### src/rtl/esc_wdog_pkg.sv
package esc_wdog_pkg;

  typedef enum logic [1:0] {
    MODE_OFF    = 2'd0,
    MODE_IRQ    = 2'd1,
    MODE_IRQ_FW = 2'd2,
    MODE_FULL   = 2'd3
  } mode_e;

  typedef enum logic [1:0] {
    STG_FIRST  = 2'd0,
    STG_SECOND = 2'd1,
    STG_THIRD  = 2'd2,
    STG_DONE   = 2'd3
  } stage_e;

  // strobes from control to the counting datapath
  typedef struct packed {
    logic reload;  // load counter from length, clear prescaler
    logic hold;    // channel stopped: clear prescaler, keep count
    logic run;     // advance prescaler and counter
  } cnt_cmd_t;

  localparam logic [2:0] ADDR_CTRL   = 3'd0;
  localparam logic [2:0] ADDR_KICK   = 3'd1;
  localparam logic [2:0] ADDR_PEND   = 3'd2;
  localparam logic [2:0] ADDR_EN_SET = 3'd3;
  localparam logic [2:0] ADDR_EN_CLR = 3'd4;

endpackage

### src/rtl/esc_wdog_count.sv
module esc_wdog_count
  import esc_wdog_pkg::*;
#(
  parameter int CNT_W    = 24,
  parameter int LEN_W    = 16,
  parameter int PRE_LOG2 = 10
) (
  input  logic             clk,
  input  logic             rstN,
  input  cnt_cmd_t         cmd,
  input  logic [LEN_W-1:0] lenVal,
  output logic [CNT_W-1:0] count,
  output logic             expire
);

  localparam int LOW_W = CNT_W - LEN_W;
  localparam logic [CNT_W-1:0] ONE = CNT_W'(1);

  logic [PRE_LOG2-1:0] pre;
  logic [CNT_W-1:0]    reloadVal;
  logic                tick;

  generate
    if (LOW_W > 0) begin : g_padLow
      assign reloadVal = {lenVal, {LOW_W{1'b0}}};
    end else begin : g_noPad
      assign reloadVal = CNT_W'(lenVal);
    end
  endgenerate

  assign tick   = cmd.run && (pre == {PRE_LOG2{1'b1}});
  assign expire = tick && !cmd.reload && (count <= ONE);

  always_ff @(posedge clk) begin
    if (!rstN) begin
      pre   <= '0;
      count <= '0;
    end else if (cmd.reload) begin
      pre   <= '0;
      count <= reloadVal;
    end else if (cmd.hold) begin
      pre   <= '0;
    end else if (cmd.run) begin
      pre <= pre + 1'b1;
      if (tick) begin
        count <= (count <= ONE) ? reloadVal : count - ONE;
      end
    end
  end

  AST_RELOAD_VALUE: assert property (@(posedge clk) disable iff (!rstN)
    cmd.reload |=> count == $past(reloadVal));

  AST_COUNT_CEILING: assert property (@(posedge clk) disable iff (!rstN)
    count <= {{LEN_W{1'b1}}, {LOW_W{1'b0}}});

  AST_STEP_ONLY_ON_TICK: assert property (@(posedge clk) disable iff (!rstN)
    (cmd.run && !cmd.reload && !tick) |=> $stable(count));

  AST_HOLD_KEEPS_COUNT: assert property (@(posedge clk) disable iff (!rstN)
    (cmd.hold && !cmd.reload) |=> $stable(count));

endmodule

### src/rtl/esc_wdog_ctrl.sv
module esc_wdog_ctrl
  import esc_wdog_pkg::*;
#(
  parameter int DATA_W  = 64,
  parameter int CNT_W   = 24,
  parameter int LEN_W   = 16,
  parameter int LEN_LSB = 4
) (
  input  logic              clk,
  input  logic              rstN,
  input  logic              wrEn,
  input  logic [2:0]        addr,
  input  logic [DATA_W-1:0] wrData,
  output logic [DATA_W-1:0] rdData,
  input  logic [CNT_W-1:0]  count,
  input  logic              expire,
  output cnt_cmd_t          cmd,
  output logic [LEN_W-1:0]  lenVal,
  output logic              coreIrq,
  output logic              mgmtIrq,
  output logic              rstReq
);

  localparam int CNT_LSB = LEN_LSB + LEN_W;

  mode_e  mode;
  stage_e stage, nextStage;
  logic   fwEn, pend, irqEn;
  logic   wrCtrl, kickWr, pendClr, enSetWr, enClrWr;
  logic   coreFire, fwFire, rstFire;

  assign wrCtrl  = wrEn && (addr == ADDR_CTRL);
  assign kickWr  = wrEn && (addr == ADDR_KICK)   && wrData[0];
  assign pendClr = wrEn && (addr == ADDR_PEND)   && wrData[0];
  assign enSetWr = wrEn && (addr == ADDR_EN_SET) && wrData[0];
  assign enClrWr = wrEn && (addr == ADDR_EN_CLR) && wrData[0];

  assign cmd.reload = kickWr;
  assign cmd.hold   = (mode == MODE_OFF);
  assign cmd.run    = (mode != MODE_OFF) && !rstReq;

  // escalation decision for the current expiry
  always_comb begin
    coreFire  = 1'b0;
    fwFire    = 1'b0;
    rstFire   = 1'b0;
    nextStage = stage;
    if (expire) begin
      unique case (mode)
        MODE_IRQ: begin
          coreFire = 1'b1;
        end
        MODE_IRQ_FW: begin
          if (stage == STG_FIRST) begin
            coreFire  = 1'b1;
            nextStage = STG_SECOND;
          end else if (stage == STG_SECOND) begin
            fwFire    = 1'b1;
            nextStage = STG_DONE;
          end
        end
        MODE_FULL: begin
          unique case (stage)
            STG_FIRST: begin
              coreFire  = 1'b1;
              nextStage = STG_SECOND;
            end
            STG_SECOND: begin
              fwFire    = fwEn;
              nextStage = STG_THIRD;
            end
            STG_THIRD: begin
              rstFire   = 1'b1;
              nextStage = STG_DONE;
            end
            default: nextStage = STG_DONE;
          endcase
        end
        default: nextStage = stage;
      endcase
    end
  end

  always_ff @(posedge clk) begin
    if (!rstN) begin
      mode    <= MODE_OFF;
      fwEn    <= 1'b0;
      lenVal  <= '0;
      stage   <= STG_FIRST;
      pend    <= 1'b0;
      irqEn   <= 1'b0;
      mgmtIrq <= 1'b0;
      rstReq  <= 1'b0;
    end else begin
      if (wrCtrl) begin
        mode   <= mode_e'(wrData[1:0]);
        fwEn   <= wrData[2];
        lenVal <= wrData[LEN_LSB +: LEN_W];
      end
      if (kickWr || mode == MODE_OFF) stage <= STG_FIRST;
      else                            stage <= nextStage;
      if (coreFire)     pend <= 1'b1;
      else if (pendClr) pend <= 1'b0;
      if (enSetWr)      irqEn <= 1'b1;
      else if (enClrWr) irqEn <= 1'b0;
      mgmtIrq <= fwFire;
      if (rstFire) rstReq <= 1'b1;
    end
  end

  assign coreIrq = pend && irqEn;

  always_comb begin
    rdData = '0;
    unique case (addr)
      ADDR_CTRL: begin
        rdData[1:0]                = mode;
        rdData[2]                  = fwEn;
        rdData[LEN_LSB +: LEN_W]   = lenVal;
        rdData[CNT_LSB +: CNT_W]   = count;
      end
      ADDR_PEND:   rdData[0] = pend;
      ADDR_EN_SET: rdData[0] = irqEn;
      ADDR_EN_CLR: rdData[0] = irqEn;
      default:     rdData    = '0;
    endcase
  end

  AST_RESET_STICKY: assert property (@(posedge clk) disable iff (!rstN)
    rstReq |=> rstReq);

  AST_ONE_STEP: assert property (@(posedge clk) disable iff (!rstN)
    $onehot0({coreFire, fwFire, rstFire}));

  AST_FW_ALLOWED: assert property (@(posedge clk) disable iff (!rstN)
    $rose(mgmtIrq) |-> ($past(mode) == MODE_IRQ_FW ||
                        ($past(mode) == MODE_FULL && $past(fwEn))));

  AST_OFF_QUIET: assert property (@(posedge clk) disable iff (!rstN)
    (mode == MODE_OFF) |-> !expire);

  AST_PEND_ON_FIRST: assert property (@(posedge clk) disable iff (!rstN)
    (expire && stage == STG_FIRST && mode != MODE_OFF) |=> pend);

  AST_KICK_FIRST: assert property (@(posedge clk) disable iff (!rstN)
    kickWr |=> stage == STG_FIRST);

endmodule

### src/rtl/esc_watchdog.sv
module esc_watchdog
  import esc_wdog_pkg::*;
#(
  parameter int DATA_W   = 64,
  parameter int LEN_W    = 16,
  parameter int CNT_W    = 24,
  parameter int PRE_LOG2 = 10,
  parameter int LEN_LSB  = 4
) (
  input  logic              clk,
  input  logic              rstN,
  input  logic              wrEn,
  input  logic [2:0]        addr,
  input  logic [DATA_W-1:0] wrData,
  output logic [DATA_W-1:0] rdData,
  output logic              coreIrq,
  output logic              mgmtIrq,
  output logic              rstReq
);

  cnt_cmd_t         cmd;
  logic [LEN_W-1:0] lenVal;
  logic [CNT_W-1:0] count;
  logic             expire;

  esc_wdog_ctrl #(
    .DATA_W (DATA_W),
    .CNT_W  (CNT_W),
    .LEN_W  (LEN_W),
    .LEN_LSB(LEN_LSB)
  ) i_ctrl (
    .clk    (clk),
    .rstN   (rstN),
    .wrEn   (wrEn),
    .addr   (addr),
    .wrData (wrData),
    .rdData (rdData),
    .count  (count),
    .expire (expire),
    .cmd    (cmd),
    .lenVal (lenVal),
    .coreIrq(coreIrq),
    .mgmtIrq(mgmtIrq),
    .rstReq (rstReq)
  );

  esc_wdog_count #(
    .CNT_W   (CNT_W),
    .LEN_W   (LEN_W),
    .PRE_LOG2(PRE_LOG2)
  ) i_count (
    .clk   (clk),
    .rstN  (rstN),
    .cmd   (cmd),
    .lenVal(lenVal),
    .count (count),
    .expire(expire)
  );

endmodule

### config.mk
export PLATFORM = sky130hd
export DESIGN_NAME = esc_watchdog
export DESIGN_NICKNAME = d
export VERILOG_FILES = /design/src/rtl/esc_wdog_pkg.sv /design/src/rtl/esc_wdog_count.sv /design/src/rtl/esc_wdog_ctrl.sv /design/src/rtl/esc_watchdog.sv
export SDC_FILE = /design/constraint.sdc
export NUM_CORES = 1
export LEC_CHECK = 0
export BUFFER_PORTS_ARGS = -buffer_cell sky130_fd_sc_hd__buf_2
export CELL_PAD_IN_SITES_DETAIL_PLACEMENT = 2
export CELL_PAD_IN_SITES_GLOBAL_PLACEMENT = 2
export CORE_MARGIN = 2
export CORE_UTILIZATION = 28
export DETAILED_ROUTE_END_ITERATION = 8
export GPL_ROUTABILITY_DRIVEN = 1
export PLACE_DENSITY = 0.92
export SETUP_SLACK_MARGIN = 0.1
export SYNTH_ARGS = -nofsm -noshare
export SYNTH_HDL_FRONTEND = slang
export SYNTH_SLANG_ARGS = --single-unit
### constraint.sdc
create_clock -name clk -period 7.1 [get_ports clk]
set_input_delay 0.71 -clock clk [delete_from_list [all_inputs] [get_ports clk]]
set_output_delay 0.71 -clock clk [all_outputs]
set_load 0.01 [all_outputs]
==> flow_summary.json <==
{
  "design.die.area_sq_mm": 0.0134,
  "synth_warnings": 0,
  "synth_edf_count": 0,
  "cp.buffers_inverters": 0,
  "end_kind": "flip-flop",
  "grt_pass1_vias": 3994,
  "design_area_sq_mm": 0.00419,
  "synthSimpleGateAreaFrac": 0.315,
  "nFillCells": 1429,
  "postCtsHoldBufs": 0,
  "cts_root_buf": "clkbuf_16",
  "tns_ps": 0,
  "drv_slew": 0,
  "tightest_slew_ps": 1200,
  "wl_per_cell_um": 18.6,
  "drv_cap": 0,
  "die_w_um": 116,
  "dieHeight_um": 116,
  "antenna_found_initial": 0,
  "drtAntennaViolNets": 0,
  "synth_xor_area_frac": 0.0526,
  "grt_setup_unrepaired": "false",
  "holdCritPathClass": "reg -> reg",
  "p_leak_nw": 1.76,
  "gr-total-overflow": 0,
  "place_congestion": 0.779,
  "synth_top_area_frac": 0.338,
  "cp.required_ps": 7310,
  "crit_path_start_kind": "flip-flop",
  "dp_worst_setup_slack_ps": 3780,
  "timing_worst_setup_path_type": "reg -> reg",
  "seq_area_frac_synth": 0.338,
  "worstPathMaxFanout": 18,
  "cp.arrival_ps": 3710,
  "slew_headroom": 0.197,
  "rows": 40,
  "yosysTopAreaCell": "dfxtp_1",
  "ys_ff_latch": 59,
  "clock-sinks": 59,
  "vias_per_cell": 5.25,
  "syn-cell-area_sq_mm": 0.00349,
  "cts_buffers": 9,
  "async_flop_share": 0,
  "first_iter_violations": 168,
  "max_stage_delay_ps": 1200,
  "synth_cell_type_count": 56,
  "cts_resized": 0,
  "grt_usage": 0.196,
  "io_pins": 137,
  "diodes": 0,
  "synth_ff_type": "dfxtp_1",
  "vias": 3574,
  "yosys.area_share.adder": 0.0107,
  "cts_htree_levels": 3,
  "syn_inst": 455,
  "insertion_delay_ps": 330,
  "powerDensity_mw_per_mm2": 206,
  "drt-total-wl_mm": 12.7,
  "placed_area_sq_mm": 0.00386,
  "hold_violations": 0,
  "drc_errors": 0,
  "initial_core_util": 0.289,
  "drt_first_pass_iters": 4,
  "period_share": 0.493,
  "port_buffers": 70,
  "synth_top_family_by_area": "simple AND/OR/NAND/NOR gates",
  "synthTopCellsByArea": "dfxtp_1 (34%), and2_1 (8.1%), nand2_1 (5.9%)",
  "nets": 581,
  "synth_compound_area_frac": 0.187,
  "grt_pass1_wl_mm": 20.6,
  "ir_worst_vdd_v": 0.000120,
  "cts_tree": "yes",
  "fin_ws_ps": 3600,
  "clk_pin_slew_ps": 50,
  "drive_gt1_frac": 0.187,
  "setup_viol": 0,
  "fin_crit_ps": 3500,
  "synthMuxAreaShare": 0.00573,
  "grt_start_max_net_pins": 45,
  "cpMaxStageDelayCell": "nor2_1",
  "synth.avg_cell_area_sq_um": 7.68,
  "synthToLayoutAreaGrowth_pct": 19.9,
  "whs_ps": 493,
  "fin_worst_skew_ps": 5.56,
  "fp.coreArea_sq_mm": 0.0121,
  "cp_top_family": "simple AND/OR/NAND/NOR gates",
  "cp_cell_sequence": "o211a_1 -> nand4_1 -> nor2_1 -> o21ai_0 -> o22ai_1",
  "outcome": "finished, final reports clean",
  "fmax_ghz": 0.286,
  "hpwl_mm": 8.25,
  "clk_path_buf_depth": 2,
  "post_cts_buffers": 0
}
through the flow:
step           cells   util  total power [W]
6_report         681  0.346         0.000864
2_1_floorplan    475      -         0.000378
4_1_cts          681  0.346         0.000869
3_3_place_gp     665  0.319         0.000384
5_1_grt          681  0.346         0.000889
3_5_place_dp     665  0.319         0.000387
per-layer routing:
metal	wire, um	track usage
met5	0	0
met4	286	0.0722
met2	6620	0.361
met1	5310	0.230
met3	431	0.0277
state kept, by name, indices dropped and copies added, names as in the netlist:
register / count
i_ctrl.fwEn: 1
i_ctrl.irqEn: 1
i_ctrl.mode: 2
i_count.pre: 10
i_ctrl.stage: 2
i_count.count: 24
i_ctrl.pend: 1
i_ctrl.rstReq: 1
i_ctrl.lenVal: 16
i_ctrl.mgmtIrq: 1
power breakdown:
group | switching [W] | internal [W] | total [W] | leakage [nW]
registers | 0.00000391 | 0.000334 | 0.000338 | 0.476
clock network | 0.000158 | 0.000326 | 0.000483 | 0.159
logic | 0.0000307 | 0.0000119 | 0.0000426 | 1.12
total | 0.000192 | 0.000672 | 0.000864 | 1.76
final cells by class:
cell class | count | area [sq um] | share of cell area
Clock buffer | 12 | 256 | 0.0612
Sequential cell | 59 | 1180 | 0.282
Timing Repair Buffer | 72 | 365 | 0.0872
Tap cell | 168 | 210 | 0.0501
Multi-Input combinational cell | 359 | 2080 | 0.496
Inverter | 7 | 26.3 | 0.00627
Clock inverter | 4 | 72.6 | 0.0173
logic make-up (layout without fill, tap and decap cells):
logic type / Yosys count / count (layout)
xor gates and xnor gates: 21 / 21
other: 1 / 21
buffers and inverters: 57 / 95
adders and majority gates: 3 / 3
AOI/OAI and AO/OA: 104 / 104
and+or+nand+nor: 208 / 208
DFF: 59 / 59
muxes: 2 / 2
worst min-delay path, stage by stage, from the launching register on:
cell     delay (ps)
dfxtp_1         330
nand2_1          60
a21oi_1          50
Yosys cell counts, types with 9 or more instances:
master	number
buf_4	21
nor3_1	15
and2_1	45
nor4_1	10
and3_1	13
xor2_1	12
o22ai_1	14
xnor2_1	9
a21oi_1	35
dfxtp_1	59
nor2_1	34
clkbuf_1	21
nand2_1	55
o21ai_0	21
path summary, 6_finish.rpt:
check | startpoint | to | cells past startpoint | slack (ps)
min | i_ctrl.lenVal[7] | i_ctrl.lenVal[7] | 2 | 490
min reg2reg | i_ctrl.lenVal[7] | i_ctrl.lenVal[7] | 2 | 490
max | i_ctrl.mode[1] | i_count.count[9] | 5 | 3600
max reg2reg | i_ctrl.mode[1] | i_count.count[9] | 5 | 3600
cell usage in the layout, fill, tap and decap left out, drive strengths merged, types with 13 or more instances in the layout:
cell / synthesis / routed
nor2: 34 / 34
buf: 29 / 72
dfxtp: 59 / 59
o22ai: 14 / 14
nor3: 16 / 16
and2: 45 / 45
and3: 13 / 13
conb: 1 / 21
a21oi: 35 / 35
o21ai: 21 / 21
nand2: 55 / 55
Power figures use the tool's default switching activity.
